===== src/rtl/blkx_pkg.sv =====
package blkx_pkg;

   typedef enum logic [0:0] {
      BX_IDLE = 1'b0,
      BX_RUN  = 1'b1
   } bx_state_e;

   localparam int unsigned BX_STEP_W = 3;

   // beat size code to byte count: 0 -> 1, 1 -> 2, 2 and 3 -> 4
   function automatic logic [BX_STEP_W-1:0] bx_bytes(input logic [1:0] code);
      logic [BX_STEP_W-1:0] r;
      case (code)
         2'd0:    r = 3'd1;
         2'd1:    r = 3'd2;
         default: r = 3'd4;
      endcase
      return r;
   endfunction

endpackage


===== src/rtl/blkx_ctrl.sv =====
module blkx_ctrl
   import blkx_pkg::*;
(
   input  logic clk,
   input  logic rst_n,
   input  logic en_wr,
   input  logic en_wdata,
   input  logic cnt_zero,
   input  logic last_beat,
   input  logic beat_ack,
   input  logic bus_err,
   output logic busy,
   output logic beat_req,
   output logic start,
   output logic step,
   output logic done,
   output logic en_n
);

   bx_state_e st_q, st_d;
   logic      en_n_q;
   logic      done_q;
   logic      finish;
   logic      in_run;

   assign in_run = (st_q == BX_RUN);
   assign start  = (st_q == BX_IDLE) && !en_n_q && !cnt_zero;
   assign step   = in_run && beat_ack && !bus_err;
   assign finish = in_run && (bus_err || (beat_ack && last_beat));

   always_comb begin
      st_d = st_q;
      case (st_q)
         BX_IDLE: if (start)  st_d = BX_RUN;
         BX_RUN:  if (finish) st_d = BX_IDLE;
         default:             st_d = BX_IDLE;
      endcase
   end

   always_ff @(posedge clk or negedge rst_n) begin
      if (!rst_n) begin
         st_q   <= BX_IDLE;
         en_n_q <= 1'b1;
         done_q <= 1'b0;
      end else begin
         st_q   <= st_d;
         done_q <= finish;
         if (finish)
            en_n_q <= 1'b1;
         else if (en_wr && (st_q == BX_IDLE))
            en_n_q <= en_wdata;
      end
   end

   assign busy     = in_run;
   assign beat_req = in_run;
   assign done     = done_q;
   assign en_n     = en_n_q;

   AST_START_GATED: assert property (@(posedge clk) disable iff (!rst_n)
      $rose(busy) |-> $past(!en_n_q && !cnt_zero));
   AST_END_ON_LAST: assert property (@(posedge clk) disable iff (!rst_n)
      (step && last_beat) |=> !busy);
   AST_ERR_STOPS: assert property (@(posedge clk) disable iff (!rst_n)
      (busy && bus_err) |=> (!busy && done));
   AST_DONE_PULSE: assert property (@(posedge clk) disable iff (!rst_n)
      done |=> !done);
   AST_EN_RESTORED: assert property (@(posedge clk) disable iff (!rst_n)
      done |-> en_n);

endmodule


===== src/rtl/blkx_count.sv =====
module blkx_count
   import blkx_pkg::*;
#(
   parameter int unsigned CNT_W     = 32,
   parameter int unsigned EXT_W     = 8,
   parameter bit          LEGACY_EN = 1'b1
) (
   input  logic                 clk,
   input  logic                 rst_n,
   input  logic                 legacy,
   input  logic                 wr,
   input  logic [CNT_W-1:0]     wdata,
   input  logic                 busy,
   input  logic                 step,
   input  logic [BX_STEP_W-1:0] bytes,
   output logic [CNT_W-1:0]     cnt,
   output logic [EXT_W-1:0]     ext,
   output logic                 cnt_zero,
   output logic                 last_beat
);

   localparam int unsigned LOW_W = CNT_W - EXT_W;

   logic [CNT_W-1:0] cnt_q;
   logic [CNT_W-1:0] act;
   logic [CNT_W-1:0] dec_act;
   logic [CNT_W-1:0] nxt;
   logic [CNT_W-1:0] bytes_w;

   assign bytes_w = CNT_W'(bytes);

   generate
      if (LEGACY_EN) begin : g_leg
         assign act = legacy ? {{EXT_W{1'b0}}, cnt_q[LOW_W-1:0]} : cnt_q;
         assign nxt = legacy ? {cnt_q[CNT_W-1 -: EXT_W], dec_act[LOW_W-1:0]} : dec_act;
         assign ext = cnt_q[CNT_W-1 -: EXT_W];

         AST_EXT_HELD: assert property (@(posedge clk) disable iff (!rst_n)
            (step && legacy) |=> (cnt_q[CNT_W-1 -: EXT_W] == $past(cnt_q[CNT_W-1 -: EXT_W])));
      end else begin : g_flat
         logic unused_leg;
         assign unused_leg = legacy;
         assign act = cnt_q;
         assign nxt = dec_act;
         assign ext = '0;
      end
   endgenerate

   assign dec_act   = (act > bytes_w) ? (act - bytes_w) : '0;
   assign cnt_zero  = (act == '0);
   assign last_beat = (act <= bytes_w);

   always_ff @(posedge clk or negedge rst_n) begin
      if (!rst_n)
         cnt_q <= '0;
      else if (step)
         cnt_q <= nxt;
      else if (wr && !busy)
         cnt_q <= wdata;
   end

   assign cnt = cnt_q;

   AST_WRITE_BLOCKED: assert property (@(posedge clk) disable iff (!rst_n)
      (busy && wr && !step) |=> $stable(cnt_q));
   AST_NO_UNDERFLOW: assert property (@(posedge clk) disable iff (!rst_n)
      step |=> (cnt_q <= $past(cnt_q)));

endmodule


===== src/rtl/blkx_addr.sv =====
module blkx_addr
   import blkx_pkg::*;
#(
   parameter int unsigned ADDR_W    = 32,
   parameter int unsigned EXT_W     = 8,
   parameter bit          LEGACY_EN = 1'b1
) (
   input  logic                 clk,
   input  logic                 rst_n,
   input  logic                 legacy,
   input  logic                 start,
   input  logic                 step,
   input  logic                 busy,
   input  logic [BX_STEP_W-1:0] bytes,
   input  logic [ADDR_W-1:0]    cpu_addr,
   input  logic [EXT_W-1:0]     ext,
   output logic [ADDR_W-1:0]    bus_addr
);

   localparam int unsigned PROC_W = ADDR_W - EXT_W;

   logic [ADDR_W-1:0] addr_q;

   always_ff @(posedge clk or negedge rst_n) begin
      if (!rst_n)
         addr_q <= '0;
      else if (start)
         addr_q <= cpu_addr;
      else if (step)
         addr_q <= addr_q + ADDR_W'(bytes);
   end

   generate
      if (LEGACY_EN) begin : g_leg
         assign bus_addr = legacy ? {ext, addr_q[PROC_W-1:0]} : addr_q;
      end else begin : g_flat
         logic unused_sel;
         assign unused_sel = ^{ext, legacy};
         assign bus_addr   = addr_q;
      end
   endgenerate

   AST_ADDR_ADVANCE: assert property (@(posedge clk) disable iff (!rst_n)
      step |=> (addr_q == $past(addr_q) + ADDR_W'($past(bytes))));
   AST_ADDR_HOLD: assert property (@(posedge clk) disable iff (!rst_n)
      (busy && !step) |=> $stable(addr_q));

endmodule


===== src/rtl/blkx_seq.sv =====
module blkx_seq
   import blkx_pkg::*;
#(
   parameter int unsigned ADDR_W    = 32,
   parameter int unsigned CNT_W     = 32,
   parameter int unsigned EXT_W     = 8,
   parameter bit          LEGACY_EN = 1'b1
) (
   input  logic              clk,
   input  logic              rst_n,
   input  logic              cnt_wr,
   input  logic [CNT_W-1:0]  cnt_wdata,
   output logic [CNT_W-1:0]  cnt_rdata,
   input  logic              en_wr,
   input  logic              en_wdata,
   output logic              blk_en_n,
   input  logic              legacy_mode,
   input  logic [1:0]        beat_size,
   input  logic [ADDR_W-1:0] cpu_addr,
   output logic              beat_req,
   input  logic              beat_ack,
   input  logic              bus_err,
   output logic              busy,
   output logic              done,
   output logic [ADDR_W-1:0] bus_addr
);

   generate
      if (EXT_W == 0 || EXT_W >= ADDR_W) begin : g_bad_ext_addr
         $error("blkx_seq: EXT_W must lie between 1 and ADDR_W-1");
      end
      if (EXT_W >= CNT_W) begin : g_bad_ext_cnt
         $error("blkx_seq: EXT_W must be below CNT_W");
      end
      if (CNT_W < BX_STEP_W + 1) begin : g_bad_cnt
         $error("blkx_seq: CNT_W too narrow for the largest beat");
      end
   endgenerate

   logic                 start_w;
   logic                 step_w;
   logic                 cnt_zero_w;
   logic                 last_w;
   logic                 busy_w;
   logic [BX_STEP_W-1:0] bytes_w;
   logic [EXT_W-1:0]     ext_w;

   assign bytes_w = bx_bytes(beat_size);

   blkx_ctrl i_ctrl (
      .clk       (clk),
      .rst_n     (rst_n),
      .en_wr     (en_wr),
      .en_wdata  (en_wdata),
      .cnt_zero  (cnt_zero_w),
      .last_beat (last_w),
      .beat_ack  (beat_ack),
      .bus_err   (bus_err),
      .busy      (busy_w),
      .beat_req  (beat_req),
      .start     (start_w),
      .step      (step_w),
      .done      (done),
      .en_n      (blk_en_n)
   );

   blkx_count #(
      .CNT_W     (CNT_W),
      .EXT_W     (EXT_W),
      .LEGACY_EN (LEGACY_EN)
   ) i_count (
      .clk       (clk),
      .rst_n     (rst_n),
      .legacy    (legacy_mode),
      .wr        (cnt_wr),
      .wdata     (cnt_wdata),
      .busy      (busy_w),
      .step      (step_w),
      .bytes     (bytes_w),
      .cnt       (cnt_rdata),
      .ext       (ext_w),
      .cnt_zero  (cnt_zero_w),
      .last_beat (last_w)
   );

   blkx_addr #(
      .ADDR_W    (ADDR_W),
      .EXT_W     (EXT_W),
      .LEGACY_EN (LEGACY_EN)
   ) i_addr (
      .clk       (clk),
      .rst_n     (rst_n),
      .legacy    (legacy_mode),
      .start     (start_w),
      .step      (step_w),
      .busy      (busy_w),
      .bytes     (bytes_w),
      .cpu_addr  (cpu_addr),
      .ext       (ext_w),
      .bus_addr  (bus_addr)
   );

   assign busy = busy_w;

   AST_REQ_WHEN_BUSY: assert property (@(posedge clk) disable iff (!rst_n)
      beat_req |-> busy);
   AST_RESET_IDLE: assert property (@(posedge clk) disable iff (!rst_n)
      $rose(rst_n) |-> (!busy && !done));

endmodule


===== config.mk =====
export PLATFORM = sky130hd
export DESIGN_NAME = blkx_seq
export DESIGN_NICKNAME = d
export VERILOG_FILES = /design/src/rtl/blkx_pkg.sv /design/src/rtl/blkx_ctrl.sv /design/src/rtl/blkx_count.sv /design/src/rtl/blkx_addr.sv /design/src/rtl/blkx_seq.sv
export SDC_FILE = /design/constraint.sdc
export NUM_CORES = 1
export LEC_CHECK = 0
export ABC_CLOCK_PERIOD_IN_PS = 3300
export BUFFER_PORTS_ARGS = -buffer_cell sky130_fd_sc_hd__buf_2
export CORE_MARGIN = 1
export CORE_UTILIZATION = 25
export CTS_BUF_LIST = sky130_fd_sc_hd__clkbuf_2
export DETAILED_ROUTE_END_ITERATION = 7
export GPL_TIMING_DRIVEN = 0
export PLACE_DENSITY_LB_ADDON = 0.12
export SETUP_SLACK_MARGIN = 0.2
export SKIP_LAST_GASP = 1
export SLEW_MARGIN = 40
export SYNTH_ARGS = -nofsm -noshare
export SYNTH_HDL_FRONTEND = slang
export SYNTH_HIERARCHICAL = 1
export SYNTH_SLANG_ARGS = --single-unit

===== constraint.sdc =====
create_clock -name clk -period 3.3 [get_ports clk]
set_clock_uncertainty 0.15 [all_clocks]
set_input_delay 0.165 -clock clk [delete_from_list [all_inputs] [get_ports clk]]
set_output_delay 0.165 -clock clk [all_outputs]
set_load 0.05 [all_outputs]

==> results.yml, run 1 <==
critical_path:
  rrSetupSlack_ps: 250
  startpoint_type: "flop"
  crit_type: "reg2reg"
  worst_ep_required_time_ps: 3600
  r2r_start: "i_count/cnt[4]"
  startpoint: "i_count/cnt[4]"
  cp_max_fo: 10
  r2r-end: "i_count/cnt[8]"
  cp-endpoint: "i_count/cnt[8]"
  cp.arrival_ps: 3350
  r2r_cells: 9
  worst_setup_path_end_kind: "flop"
synthesis:
  synth_nets: 628
  yosysTopAreaCell: "dfrtp_1"
  synth_xor_xnor_area_share_pct: 3.81
  synth.distinct_cells: 65
  synth_edf_count: 0
  postSynthAreaPerCell_um2: 8.85
  synth_fa_ha_area_share_pct: 2.38
  synthSimpleGateAreaFrac_pct: 24.5
  synth_mux_area_share_pct: 5.08
  syn-cell-area_um2: 4830
  synthMostInstantiatedCell: "dfrtp_1"
  synth_top_family_by_area: "simple AND/OR/NAND/NOR gates"
  yosys_warnings: 6
  synth_common_cells: "66 x dfrtp_1, 45 x nor2_1, 37 x nand2_1, 35 x buf_4, 27 x o21ai_0"
  ys.flop_type: "dfrtp_1"
  ys_seq_elements: 67
  synth.yosys.seq_area_share_pct: 34.7
  yosysTopAreaCellShare_pct: 34.2
  ys_top_cells_by_area: "dfrtp_1 34%, buf_4 5.4%, nor2_1 3.5%, mux2i_1 2.9%, nand2_1 2.9%"
  synthCells: 546
  async_reset_ff_share_pct: 100
  synth-compound-area-share_pct: 19.7
die:
  core_um2: 18800
  num_io_pins: 142
  die_height_um: 141
  chipWidth_um: 141
  rows: 50
  die_area_um2: 19900
  initial_utilization_pct: 25.7
placed_design:
  portBuffers: 140
  dpl.cell_count: 947
  place.gp.congestion: 0.811
  hpwl_um: 12700
final_layout:
  syn_to_final_growth_pct: 42.8
  num-nets-final: 860
  multi_input_area_um2: 2750
  final_core_util_pct: 36.6
  register_area_um2: 1680
  fill_cells: 2010
  layout-drive-gt1-share_pct: 33.0
  final_cells: 1044
global_route:
  grt_pass1_wl_um: 27200
  grt_pass1_vias: 4976
  grt_max_degree: 52
  grtUsageTotal_pct: 17.6
  antenna_found_initial: 1
  grt_overflow: 0
timing:
  finalSetupTns_ps: 0
  tightest_slew_ps: 689
  hold_viol: 0
  rsz0062_at_grt: "true"
  finalSetupViolations: 0
  slew_headroom_pct: 53.9
  min_period_over_period_pct: 92.3
  fmax_mhz: 328
  fin_crit_ps: 3050
  drv_slew: 0
  finalHoldWorstSlack_ps: 96.8
clock_network:
  cts_sinks: 67
  clock_latency_ps: 560
  cts_max_level: 3
  clock_path_buffers: 2
  numCtsBuffers: 9
  tritoncts: "yes"
  cts_root_buf: "clkbuf_2"
  clkTransAtPathRegs_ps: 190
power:
  power_leakage_nw: 2.90
  pwr_density_cell_nw_per_um2: 976
  totalPowerFinal_mw: 6.74
  vdd_drop_max_mv: 0.502
route:
  viasPerCell: 4.99
  dr.first_iter.drc_count: 300
  num_vias: 5206
  antenna_left: 0
  drc: 0
  wl_per_cell_um: 16.7
  drt_wl_total_um: 17500
  drt_first_pass_iters: 5
run_status:
  status: "complete, no violations"
flow_run:
  cap_violations: 0
worst_hold_path:
  hold_class: "in2reg"
[critical path, cell delays in order (launching register included)]
cell and delay [ps]:
dfrtp_2 450, buf_6 130, or4_4 520, or4_4 470
buf_4 160, o41ai_2 350, buf_4 260, o21ai_1 80
and2_1 150, a221o_1 250
[logic make-up (layout without fill, tap and decap cells)]
group | count (synthesis) | in the layout
adder cells (fa/ha/maj) | 8 | 8
flip-flops | 67 | 67
AO/OA/AOI/OAI | 139 | 139
AND/OR/NAND/NOR | 215 | 215
buffers and inverters | 73 | 310
XOR/XNOR | 21 | 21
other | 0 | 1
multiplexers | 23 | 23
[flip-flops by register name, summed over array words and instances, names as in the netlist]
register,cells
i_addr/addr_q,32
i_count/cnt,32
i_ctrl/beat_req,1
i_ctrl/done,1
i_ctrl/en_n,1
[area by class of cell]
type / instances / share of cell area, %
sequential: 67 / 24.4
antenna: 1 / 0.0363
clock buffer: 11 / 0.798
timing repair buffer: 221 / 22.0
multi-input combinational: 406 / 39.9
tap: 260 / 4.71
buffer: 63 / 6.80
clock inverter: 5 / 0.798
inverter: 10 / 0.617
[metal layers]
metal	share of wire [%]	track usage [%]	vias up
li1	-	-	2504
met1	48	24.2	2480
met2	46	28.0	197
met3	5.1	2.89	25
met4	1.8	5.78	0
met5	0	0	-
[worst min-delay path by stage]
stage           startpoint               end  slack [ps]  cells past startpoint
4_1_cts        legacy_mode   i_count/cnt[24]          50                      4
6_report       legacy_mode   i_count/cnt[26]         100                      4
2_1_floorplan        rst_n  i_addr/addr_q[0]        -280                      0
3_5_place_dp         rst_n   i_count/cnt[14]        -130                      1
3_3_place_gp   cpu_addr[6]  i_addr/addr_q[6]         230                      3
5_1_grt        legacy_mode   i_count/cnt[26]         100                      4
[where the power goes]
group / total [mW] / switching (mW) / leakage (nW) / internal (mW)
clock: 0.519 / 0.340 / 0.0696 / 0.178
sequential: 1.90 / 0.680 / 0.781 / 1.22
combinational: 4.32 / 2.80 / 2.05 / 1.52
total: 6.74 / 3.82 / 2.90 / 2.92
[repair_timing]
| item | 4_1_cts | 5_1_grt |
|---|---|---|
| resized for setup | 9 | 16 |
| endpoints found under the setup margin | 33 | 43 |
| endpoints found under the hold margin | 134 | 0 |
| pin swaps | 2 | 2 |
| gates cloned | 0 | 1 |
| hold buffers | 75 | 0 |
| setup buffers | 3 | 1 |
[stage by stage]
stage | cell area [um^2] | worst slack (ps)
2_1_floorplan | 4860 | 228
3_3_place_gp | 5880 | -23.5
3_5_place_dp | 5920 | -80.9
4_1_cts | 6850 | 205
5_1_grt | 6900 | 147
6_report | 6900 | 254
[layout by cell type, fill, tap and decap left out, drive strengths merged, types with 17 or more instances in the layout]
master         n
clkbuf        29
nor2          45
a31oi         22
nor3          19
buf          192
dlygate4sd3   74
dfrtp         66
o21ai         30
nand3         26
nand2         37
or4           19
o31ai         17
Power figures use the tool's default switching activity.
==> run 2, diff against run 1 <==
ABC_AREA = 1   (was unset)
ABC_CLOCK_PERIOD_IN_PS = 2900   (was 3300)
HOLD_SLACK_MARGIN = 0.15   (was unset)
clock period = 2.9 ns   (was 3.3 ns; I/O delays follow)
==> results.yml, run 2 <==
critical_path:
  worst_setup_path_end_kind: "flop"
  cp-endpoint: "i_addr/addr_q[16]"
  worst_ep_required_time_ps: 3270
  cp_max_fo: 10
  crit_slowest_cell: "dfrtp_2"
  cp_top_family: "simple AND/OR/NAND/NOR gates"
  startpoint: "i_count/cnt[20]"
  crit_chain: "nor2_2 -> nand2_1 -> nor2_2 -> nand2_1 -> nor3_2 -> inv_1 -> nand2_1 -> inv_1 -> buf_2 -> nor2_4 -> buf_4 -> buf_4 -> nand2_1 -> nand2_1"
  path_common_cell: "nand2_1"
  r2r-end: "i_addr/addr_q[16]"
  r2r_start: "i_count/cnt[20]"
  cp.arrival_ps: 2830
  r2r_cells: 14
  cpPeakStageDelay_ps: 490
  startpoint_type: "flop"
  rrSetupSlack_ps: 440
  path_depth: 14
  crit_type: "reg2reg"
  worst-path-buf-inv: 5
synthesis:
  synth.yosys.seq_area_share_pct: 31.7
  synthMostInstantiatedCell: "nand2_1"
  synth.distinct_cells: 32
  synth_xor_xnor_area_share_pct: 3.48
  synth_mux_area_share_pct: 0
  yosysTopAreaCell: "dfrtp_1"
  async_reset_ff_share_pct: 100
  synth_top_family_by_area: "simple AND/OR/NAND/NOR gates"
  synth_common_cells: "238 x nand2_1, 127 x nor2_1, 68 x a21oi_1, 67 x nand3_1, 66 x dfrtp_1"
  ys_top_cells_by_area: "dfrtp_1 31%, nand2_1 17%, nor2_1 9.0%, a21oi_1 6.4%, nand3_1 6.3%"
  ys_seq_elements: 67
  synth_fa_ha_area_share_pct: 2.18
  synthSimpleGateAreaFrac_pct: 38.3
  synth-compound-area-share_pct: 12.9
  ys.flop_type: "dfrtp_1"
  yosysTopAreaCellShare_pct: 31.2
  syn-cell-area_um2: 5290
  yosys_warnings: 6
  synth_nets: 898
  synthCells: 816
  postSynthAreaPerCell_um2: 6.48
  synth_edf_count: 0
power:
  comb_power_share_pct: 62.0
  power_leakage_nw: 3.53
  vdd_drop_max_mv: 0.631
  intPower_mw: 3.28
  power_frac_seq_pct: 28.0
  clockPowerShare_pct: 10.1
  pwr_density_cell_nw_per_um2: 985
  totalPowerFinal_mw: 7.58
  switchingPower_mw: 4.30
  swShare_pct: 56.7
final_layout:
  syn_to_final_growth_pct: 45.6
  layout_common_cells: "238 x nand2_1, 144 x buf_2, 117 x nor2_1"
  fill_cells: 2257
  design_area_um2: 7700
  multi_input_area_um2: 3060
  num-nets-final: 1160
  register_area_um2: 1700
  final_common_cell: "nand2_1"
  layout-drive-gt1-share_pct: 25.0
die:
  core_um2: 20500
  initial_utilization_pct: 25.8
  num_io_pins: 142
  die_height_um: 147
  chipWidth_um: 147
  rows: 52
  die_area_um2: 21700
global_route:
  grt_pass1_vias: 5983
  grt_max_degree: 47
  grt_overflow: 0
  grtUsageTotal_pct: 18.8
  antenna_found_initial: 1
  grt_pass1_wl_um: 31900
route:
  num_vias: 6011
  drt_wl_total_um: 19700
  wl_per_cell_um: 14.5
  antenna_left: 0
  dr.first_iter.drc_count: 330
  drc: 0
  viasPerCell: 4.44
  drt_first_pass_iters: 4
worst_hold_path:
  hold_class: "in2reg"
timing:
  min_period_over_period_pct: 84.7
  fmax_mhz: 407
  drv_slew: 0
  tightest_slew_ps: 573
  finalSetupTns_ps: 0
  rsz0062_at_grt: "false"
  hold_viol: 0
  fin_crit_ps: 2460
  slew_headroom_pct: 61.8
  finalSetupViolations: 0
  worst_slack_ps: 443
placed_design:
  portBuffers: 141
  dpl_cell_area_um2: 6360
  pre_cts_slack_ps: 6.87
  hpwl_um: 14800
  place.gp.congestion: 0.873
run_status:
  status: "complete, no violations"
clock_network:
  cts_max_level: 3
  clock_path_buffers: 2
  clkTransAtPathRegs_ps: 230
  cts_root_buf: "clkbuf_2"
  tritoncts: "yes"
  cts_sinks: 67
  clock_latency_ps: 580
  numCtsBuffers: 9
flow_run:
  cap_violations: 0
[run 2: cell count changes in the layout (fill, tap and decap cells not counted), sizes merged, moves of 17 or more]
cell         change
inv             +55
a21oi           +57
a31oi           -22
nand2          +208
dlygate4sd3     +27
nand3           +41
or4             -19
nor2            +98
o31ai           -17
[run 2: how the worst min path moves through the flow]
| stage | from | to | depth (start not counted) | slack, ps |
|---|---|---|---|---|
| 2_1_floorplan | rst_n | i_addr/addr_q[0] | 0 | -300 |
| 3_3_place_gp | cpu_addr[24] | i_addr/addr_q[24] | 3 | 220 |
| 3_5_place_dp | rst_n | i_addr/addr_q[8] | 1 | -140 |
| 4_1_cts | cpu_addr[6] | i_addr/addr_q[6] | 4 | 150 |
| 5_1_grt | cpu_addr[30] | i_addr/addr_q[30] | 4 | 160 |
| 6_report | cpu_addr[29] | i_addr/addr_q[29] | 4 | 200 |
[run 2: power by group through the flow]
stage | sequential [mW] | combinational (mW) | clock (mW)
2_1_floorplan | 2.73 | 2.68 | 0
4_1_cts | 2.09 | 4.67 | 0.804
3_5_place_dp | 2.11 | 4.50 | 0
3_3_place_gp | 2.12 | 4.48 | 0
5_1_grt | 2.23 | 5.13 | 0.828
6_report | 2.12 | 4.70 | 0.763
[run 2: per-stage QoR]
step	utilization [%]	hold slack, ps	cells
after floorplan	-	-301	816
after global placement	30.9	218	1227
after detailed placement	31.1	-139	1228
after CTS	37.1	152	1349
after global routing	37.6	160	1354
final	37.6	200	1354
[run 2: repair_timing]
item,CTS,global route
hold endpoints to repair,134,0
gates cloned,0,0
resized for setup,11,37
pin swaps,1,1
endpoints found under the setup margin,40,43
buffers inserted,3,4
hold buffers,102,0
[run 2: layout make-up]
| type | count | share of cell area [%] |
|---|---|---|
| Antenna cell | 1 | 0.0325 |
| Buffer | 55 | 4.96 |
| Clock buffer | 10 | 0.650 |
| Clock inverter | 6 | 1.35 |
| Inverter | 64 | 3.12 |
| Multi-Input combinational cell | 630 | 39.8 |
| Sequential cell | 67 | 22.0 |
| Tap cell | 270 | 4.39 |
| Timing Repair Buffer | 251 | 23.7 |
[run 2: metal layers]
| metal | vias to the layer above | global-route usage, % | routed length (um) |
|---|---|---|---|
| li1 | 3140 | - | - |
| met1 | 2707 | 23.2 | 8710 |
| met2 | 143 | 33.9 | 9880 |
| met3 | 21 | 2.96 | 750 |
| met4 | 0 | 5.00 | 332 |
| met5 | - | 0 | 0 |
[run 2: cell families after synthesis]
group | Yosys count
and+or+nand+nor | 480
DFF | 67
AOI/OAI and AO/OA | 121
xor gates and xnor gates | 21
adders and majority gates | 8
buffers and inverters | 119
[run 2: worst register-to-register path, stage by stage, from the launching register on]
cell,delay [ps]
dfrtp_2,490
nor2_2,180
nand2_1,90
nor2_2,140
nand2_1,120
nor3_2,230
inv_1,60
nand2_1,90
inv_1,40
buf_2,180
nor2_4,160
buf_4,140
buf_4,180
nand2_1,90
nand2_1,60
==> run 3, diff against run 2 <==
ABC_AREA = 0   (was 1)
ABC_CLOCK_PERIOD_IN_PS = 1980   (was 2900)
clock period = 1.98 ns   (was 2.9 ns; I/O delays follow)
==> results.yml, run 3 (synthesis gave the netlist of run 1 again) <==
run_status:
  status: "complete, but fails checks"
  violations: "hold timing, setup timing"
placed_design:
  portBuffers: 140
  place.gp.congestion: 0.866
  pre_cts_slack_ps: -1240
  hpwl_um: 12800
power:
  vdd_drop_max_mv: 0.906
  totalPowerFinal_mw: 12.9
  power_leakage_nw: 3.47
  pwr_density_cell_nw_per_um2: 1570
route:
  drt_wl_total_um: 18700
  viasPerCell: 4.98
  drc: 0
  dr.first_iter.drc_count: 224
  drt_first_pass_iters: 4
  wl_per_cell_um: 16.7
  num_vias: 5569
  antenna_left: 0
critical_path:
  startpoint_type: "flop"
  cp.arrival_ps: 3350
  worst_setup_path_end_kind: "flop"
  cp_max_fo: 4
  crit_type: "reg2reg"
  worst_ep_required_time_ps: 2320
clock_network:
  clock_path_buffers: 2
  numCtsBuffers: 9
  clock_latency_ps: 610
  cts_sinks: 67
  tritoncts: "yes"
  cts_root_buf: "clkbuf_2"
  clkTransAtPathRegs_ps: 210
  cts_max_level: 3
final_layout:
  layout-drive-gt1-share_pct: 42.9
  layout_common_cells: "130 x buf_2, 111 x dlygate4sd3_1, 59 x buf_4"
  num-nets-final: 934
  final_common_cell: "buf_2"
  register_area_um2: 1730
  syn_to_final_growth_pct: 69.7
  fill_cells: 1896
  multi_input_area_um2: 3010
timing:
  min_period_over_period_pct: 152
  finalSetupViolations: 68
  fmax_mhz: 333
  finalHoldWorstSlack_ps: -79.9
  hold_viol: 1
  rsz0062_at_grt: "true"
  drv_slew: 0
  worst_slack_ps: -1020
  fin_crit_ps: 3000
  tightest_slew_ps: 723
  slew_headroom_pct: 51.4
die:
  initial_utilization_pct: 25.7
  num_io_pins: 142
  chipWidth_um: 141
  die_height_um: 141
  core_um2: 18800
  die_area_um2: 19900
  rows: 50
global_route:
  antenna_found_initial: 2
  grt_pass1_wl_um: 29400
  grtUsageTotal_pct: 19.0
  grt_pass1_vias: 5498
  grt_overflow: 0
  grt_max_degree: 42
worst_hold_path:
  hold_class: "in2reg"
flow_run:
  cap_violations: 0
run 3: cell types whose count changed in the layout (fill, tap and decap cells not counted), sizes merged, moves of 12 or more:
| cell | previous run | this run |
|---|---|---|
| a21oi | 70 | 13 |
| inv | 64 | 9 |
| a31oi | 0 | 22 |
| o31ai | 0 | 17 |
| nor2 | 143 | 45 |
| nand3 | 67 | 26 |
| buf | 195 | 225 |
| mux2i | 0 | 14 |
| nor4 | 0 | 12 |
| or4 | 0 | 19 |
| nor3 | 5 | 19 |
| nand2 | 245 | 37 |
run 3: power breakdown:
| part | leakage [nW] | switching [mW] | internal, mW |
|---|---|---|---|
| logic | 2.65 | 5.10 | 3.51 |
| registers | 0.743 | 1.12 | 2.11 |
| clock network | 0.0819 | 0.581 | 0.424 |
run 3: area by class of cell:
type	instances	share of cell area (%)
clock inverters	5	0.946
clock buffers	11	0.671
diodes	2	0.0610
multi-input cells	406	36.7
repair buffers	295	29.2
flip-flops and latches	67	21.1
well taps	260	3.97
plain buffers	63	6.80
inverters	10	0.641
run 3: repair_timing:
item,CTS,global route
endpoints found under the setup margin,79,100
cloned,7,0
hold buffers,109,3
hold endpoints to repair,134,13
pin swaps,14,3
setup buffers,23,12
gates resized for setup,70,81
run 3: metrics by stage:
step | hold WS [ps] | std cells | area (um^2) | util [%] | setup TNS [ps]
after CTS | -336 | 1102 | 7850 | 41.7 | -54000
after global placement | 166 | 946 | 5990 | 31.8 | -64340
after global routing | -83.2 | 1119 | 8200 | 43.6 | -63430
after floorplan | -347 | 546 | 4970 | - | -51510
final | -79.9 | 1119 | 8200 | 43.6 | -56660
after detailed placement | -161 | 947 | 6030 | 32.0 | -63390
run 3: worst max-delay path: stages (launching register included):
cell and delay [ps]:
dfrtp_2 460, buf_6 120, or4_4 500, or4_4 460, nor3_4 180, nor4b_4 280
nor3_4 90, nor2_1 90, nand4_1 90, or4_1 410, nand3_1 90
run 3: final timing paths:
kind                            startpoint           endpoint  slack, ps  cells after the start
min in group asynchronous            rst_n    i_count/cnt[11]        310                      4
hold / removal                beat_size[0]     i_count/cnt[0]        -80                      4
max in group asynchronous            rst_n        i_ctrl/en_n        820                      5
setup reg to reg            i_count/cnt[4]  i_addr/addr_q[31]      -1020                     10
hold reg to reg            i_ctrl/beat_req    i_ctrl/beat_req        420                      1
setup / recovery            i_count/cnt[4]  i_addr/addr_q[31]      -1020                     10
run 3: layer usage:
layer | global-route usage, % | vias to the layer above | part of all wire [%]
met3 | 3.40 | 32 | 5.2
met4 | 7.67 | 0 | 2.5
met5 | 0 | - | 0
li1 | - | 2664 | -
met2 | 30.8 | 200 | 46
met1 | 25.0 | 2673 | 46
